`src/rtl/pgw_pkg.sv`:
```
package pgw_pkg;

    typedef struct packed {
        logic uv;
        logic ov;
    } win_flags_t;

    localparam win_flags_t WIN_RESET = '{uv: 1'b1, ov: 1'b0};

endpackage

```
`src/rtl/pgw_window_cmp.sv`:
```
module pgw_window_cmp
    import pgw_pkg::*;
#(
    parameter int FB_W     = 11,
    parameter int REF_CODE = 800,
    parameter int OV_PCT   = 110,
    parameter int UV_PCT   = 90,
    parameter int HYST_PCT = 3
) (
    input  logic            clk,
    input  logic            rst_n,
    input  logic [FB_W-1:0] fb_code,
    output logic            in_window
);

    localparam logic [FB_W-1:0] OV_SET = FB_W'((REF_CODE * OV_PCT) / 100);
    localparam logic [FB_W-1:0] OV_CLR = FB_W'((REF_CODE * (OV_PCT - HYST_PCT)) / 100);
    localparam logic [FB_W-1:0] UV_SET = FB_W'((REF_CODE * UV_PCT) / 100);
    localparam logic [FB_W-1:0] UV_CLR = FB_W'((REF_CODE * (UV_PCT + HYST_PCT)) / 100);

    win_flags_t flags_d, flags_q;

    always_comb begin
        flags_d = flags_q;
        if (flags_q.ov) flags_d.ov = (fb_code > OV_CLR);
        else            flags_d.ov = (fb_code >= OV_SET);
        if (flags_q.uv) flags_d.uv = (fb_code < UV_CLR);
        else            flags_d.uv = (fb_code <= UV_SET);
    end

    always_ff @(posedge clk or negedge rst_n) begin
        if (!rst_n) flags_q <= WIN_RESET;
        else        flags_q <= flags_d;
    end

    assign in_window = !flags_d.uv && !flags_d.ov;

endmodule

```
`src/rtl/pgw_qual_ctr.sv`:
```
module pgw_qual_ctr #(
    parameter int QUAL_CYCLES = 1000,
    parameter int CNT_W       = $clog2(QUAL_CYCLES + 1)
) (
    input  logic clk,
    input  logic rst_n,
    input  logic tick,
    input  logic qualify,
    output logic good
);

    localparam logic [CNT_W-1:0] LIMIT = CNT_W'(QUAL_CYCLES);

    typedef struct packed {
        logic [CNT_W-1:0] cnt;
        logic             good;
    } qual_state_t;

    qual_state_t st_d, st_q;

    always_comb begin
        st_d = st_q;
        if (!qualify) begin
            st_d.cnt  = '0;
            st_d.good = 1'b0;
        end else begin
            if (tick && (st_q.cnt < LIMIT)) st_d.cnt = st_q.cnt + 1'b1;
            st_d.good = (st_d.cnt == LIMIT);
        end
    end

    always_ff @(posedge clk or negedge rst_n) begin
        if (!rst_n) st_q <= '0;
        else        st_q <= st_d;
    end

    assign good = st_q.good;

endmodule

```
`src/rtl/pgood_window_mon.sv`:
```
module pgood_window_mon #(
    parameter int FB_W        = 11,
    parameter int REF_CODE    = 800,
    parameter int OV_PCT      = 110,
    parameter int UV_PCT      = 90,
    parameter int HYST_PCT    = 3,
    parameter int QUAL_CYCLES = 1000
) (
    input  logic            clk,
    input  logic            rst_n,
    input  logic            cycle_tick,
    input  logic            en,
    input  logic            por_ok,
    input  logic            ss_done,
    input  logic [FB_W-1:0] fb_code,
    output logic            pad_pull_en
);

    logic in_window;
    logic qualify;
    logic good_q;

    pgw_window_cmp #(
        .FB_W(FB_W), .REF_CODE(REF_CODE), .OV_PCT(OV_PCT),
        .UV_PCT(UV_PCT), .HYST_PCT(HYST_PCT)
    ) cmp_i (
        .clk(clk), .rst_n(rst_n), .fb_code(fb_code), .in_window(in_window)
    );

    assign qualify = en && por_ok && ss_done && in_window;

    pgw_qual_ctr #(.QUAL_CYCLES(QUAL_CYCLES)) ctr_i (
        .clk(clk), .rst_n(rst_n), .tick(cycle_tick),
        .qualify(qualify), .good(good_q)
    );

    assign pad_pull_en = !(good_q && qualify);

endmodule

```
`config.mk`:
```
export PLATFORM = sky130hd
export DESIGN_NAME = pgood_window_mon
export DESIGN_NICKNAME = d
export VERILOG_FILES = /design/src/rtl/pgw_pkg.sv /design/src/rtl/pgw_window_cmp.sv /design/src/rtl/pgw_qual_ctr.sv /design/src/rtl/pgood_window_mon.sv
export SDC_FILE = /design/constraint.sdc
export NUM_CORES = 1
export LEC_CHECK = 0
export ABC_CLOCK_PERIOD_IN_PS = 6600
export BUFFER_PORTS_ARGS = -buffer_cell sky130_fd_sc_hd__buf_2
export CAP_MARGIN = 20
export CORE_MARGIN = 5
export CORE_UTILIZATION = 45
export DETAILED_ROUTE_END_ITERATION = 8
export GPL_ROUTABILITY_DRIVEN = 0
export PLACE_DENSITY = 0.75
export SLEW_MARGIN = 20
export SYNTH_ARGS = -nofsm -noshare
export SYNTH_HDL_FRONTEND = slang
export SYNTH_SLANG_ARGS = --single-unit
```
`constraint.sdc`:
```
create_clock -name clk -period 6.6 [get_ports clk]
set_clock_uncertainty 0.1 [all_clocks]
set_input_delay 0.99 -clock clk [delete_from_list [all_inputs] [get_ports clk]]
set_output_delay 0.99 -clock clk [all_outputs]
set_load 0.02 [all_outputs]
```
# --- After elaboration in Yosys (flattened, before gate mapping) ---
# Cells that the tools add are included.
word_totals:
  reg_bits: 13
  wordCells: 25
op_classes:
  eq_ne: 1
  magnitude_cmp: 5
  n_addsub: 1
  n_mux: 5
  n_reduce_logical: 9
ops:
  columns: ["operator", "n"]
  rows:
  - ["10-bit 2-to-1 mux", 2]
  - ["11-bit by 10-bit >= comparator with 1-bit output (second input constant)", 1]
  - ["11-bit by 10-bit greater-than comparator with 1-bit output (second input constant)", 1]
  - ["11-bit by 10-bit less-or-equal comparator with 1-bit output (second input constant)", 1]
  - ["11-bit by 10-bit less-than comparator with 1-bit output (second input constant)", 1]
  - ["11-bit 2-to-1 mux", 1]
  - ["10-bit by 1-bit adder with 10-bit output (second input constant)", 1]
  - ["10-bit == test (second input constant)", 1]
  - ["10-bit less-than comparator (second input constant)", 1]
  - ["1-bit logical AND", 6]
  - ["1-bit logical NOT", 3]
  - ["1-bit 2-to-1 mux", 2]

# --- Longest topological paths before layout ---
depth:
  word_depth: 8
  mapped_depth: 6
  mapped_depth_nobuf: 6

# --- Hierarchy ---
# Synthesis repeated with hierarchy kept, for this count alone.
hier_totals:
  cells_unflattened: 100
  hier_area_um2: 922.1
modules_own_cells:
  columns: ["module", "area_per_inst_um2", "n_inst", "cells_each"]
  rows:
  - ["pgw_qual_ctr", 734.5, 1, 77]
  - ["pgw_window_cmp", 170.2, 1, 21]
  - ["pgood_window_mon", 17.5, 1, 2]

# --- Least setup slack after synthesis ---
# No wires, ideal clock.
synth_path:
  kind: "input to output"
  start: "input fb_code[5]"
  end: "output pad_pull_en"
  t_required_ns: 5.510
  stages: 5
  n_path_buf: 0
  arrival_ns: 1.938
  setup_slack_ns: 3.572
  path_cell_list: "nor4_1 nand3_1 o211a_1 nor3_1 nand2_1"
synth_rtl:
  columns: ["element", "line", "rtl"]
  rows:
  - ["start: declaration", "pgood_window_mon.sv:15", "input logic [FB_W-1:0] fb_code,"]
  - ["end: declaration", "pgood_window_mon.sv:16", "output logic pad_pull_en"]

==> out/summary.txt <==
Drt pass-1 iters - 4
Drt wl/cell - 13.5 um
VDD IR-drop max - 0.112 mV
Total wire length - 1.82 mm
Port bufs - 17
Ys flop type - dfrtp_1
Initial antenna violation count - 0
Layout Cells excl Fill - 135
Clock Path Buffers - 2
Post-synthesis sequential area ratio - 38.4%
Ports - 18
CTS sink cnt - 13
Yosys top cell by area - dfrtp_1
Final setup margin - 3.30 ns
Dpl ws - 3.30 ns
Main area contributors after synthesis - dfrtp_1, nor2_1, nand3_1, dfstp_2, xnor2_1
RSZ-0062 raised after global routing - no
Layout Utilization - 54.7%
Top-count cell post-synth - nor2_1
DRC - 0
Yosys top cell area share - 35.3%
Worst path arrival time - 2.21 ns
Pwr Total - 145 uW
Max Freq - 303 MHz
CTS tree - built
H-tree levels - 1
Syn Nets - 110
Async SR Flop Fraction - 100%
Syn avg cell area - 9.23 um^2
CP endpoint kind - output pin
Worst slew pin tran - 0.444 ns
Vias/cell - 5.90
Critical Path Start Type - input port
Mapped Cells - 92
YS warnings - 0
# Post-CTS Setup Buffers - 0
DP Wirelength - 1.31 mm
EDFF count, synth - 0
Area Growth Syn to Fin - 13.5%
Placed instance count - 131
Max_cap viols - 0
Cts hold-fix bufs - 0
Gr ovfl total - 0
Core ar. - 0.00176 mm^2
Final period util - 50.0%
Crit path required time - 5.51 ns
Mapped Area - 850 um^2
WS Path Type - input port to output pin
Hold Crit Class - input port to asynchronous set/reset pin
Die width - 53.5 um
Slew Viols, Final - 0
Setup TNS - 0 ns
Fin Hold WS - 0.480 ns
Initial drt markers - 29
Vias in the first global route - 693
Final hold viol count - 0
Vias - 797
Tmin final - 3.30 ns
Worst-path maximum fanout - 5
Worst-Skew Late Latency - 0.27 ns
Nets - 129
Layout cell share with drive strength beyond 1 - 24.5%
Placed Instance Area - 938 um^2
Global Route Usage Sum - 14.3%
Post-synth cell types - 37
Post_cts resized - 0
Root buf cell - clkbuf_4
Antenna diodes - 0
Clock slew at reported path FFs - 0.08 ns
Die area - 0.00286 mm^2
Antenna Nets Post-Route - 0
Fin area - 965 um^2
# rows - 15
Initial Utilization - 48.2%
Run status - completed
Die height - 53.5 um
Pwr Density - 151 mW/mm^2
First-pass GRT wire length - 2.99 mm
Max_slew headroom - 70.2%
Synth cell count leaders - nor2_1, dfrtp_1, nand3_1
TritonCTS buffer count - 3
# setup viols final - 0
Largest net degree at the start of global routing - 14
Leakage - 0.379 nW
Yosys reg bits - 13
## final cells by class
| cell class | count | area [um^2] |
|---|---|---|
| Timing Repair Buffer | 17 | 85.1 |
| Multi-Input combinational cell | 76 | 495 |
| Clock buffer | 4 | 26.3 |
| Tap cell | 25 | 31.3 |
| Sequential cell | 13 | 327 |
| Fill cell | 181 | 800 |
## metal layers
metal	global-route usage, %	up-vias	part of all wire, %	routed length [um]
met4	1.28	0	1.5	27
met5	0	-	0	0
li1	-	384	-	-
met1	18.2	375	45	822
met2	23.9	32	47	845
met3	5.07	6	6.7	122
## registers in the layout, summed over array words and instances (netlist names)
signal / cells
cmp_i.flags_q: 2
ctr_i.good: 1
ctr_i.st_q: 10
## report_power, final
part | internal [mW] | switching, mW | total (mW)
logic | 0.00666 | 0.00824 | 0.0149
clock network | 0.0234 | 0.0253 | 0.0487
registers | 0.0809 | 0.000877 | 0.0818
## path summary, 6_finish.rpt
kind                           startpoint                to  slack (ns)  depth (start not counted)
max reg2reg                 ctr_i.st_q[1]        ctr_i.good        4.33                          6
min                                 rst_n     ctr_i.st_q[4]        0.48                          1
min in group clk           ctr_i.st_q[10]    ctr_i.st_q[10]        0.50                          2
max                            fb_code[5]       pad_pull_en        3.30                          7
min reg2reg                ctr_i.st_q[10]    ctr_i.st_q[10]        0.50                          2
max in group asynchronous           rst_n  cmp_i.flags_q[1]        5.64                          1
## worst max-delay path, cell delays in order
cell and delay (ns):
buf_2 0.12, nor4_1 0.28, nand3_1 0.15, o211a_1 0.27, nor3_1 0.18, nand2_1 0.07, buf_2 0.15
## cells by family after synthesis
family / Yosys count / share of synthesized area [%]
xor gates and xnor gates: 6 / 6.19
DFF: 13 / 38.4
and+or+nand+nor: 43 / 27.7
AOI/OAI and AO/OA: 24 / 20.6
muxes: 2 / 2.36
adders and majority gates: 1 / 1.47
buffers and inverters: 3 / 3.24
## layout by cell type (no fill, tap or decap), types with 2 or more instances in the layout
| cell | n |
|---|---|
| o21ai_0 | 5 |
| xor2_1 | 3 |
| clkbuf_4 | 3 |
| a21oi_1 | 2 |
| dfrtp_1 | 12 |
| a31oi_1 | 3 |
| nor2_1 | 15 |
| nand2_1 | 6 |
| o211ai_1 | 2 |
| nand3_1 | 9 |
| nor3_1 | 2 |
| o211a_1 | 2 |
| a22oi_1 | 2 |
| xnor2_1 | 3 |
| mux2i_1 | 2 |
| buf_2 | 17 |
Note: power is estimated with default switching activity, not from simulation.
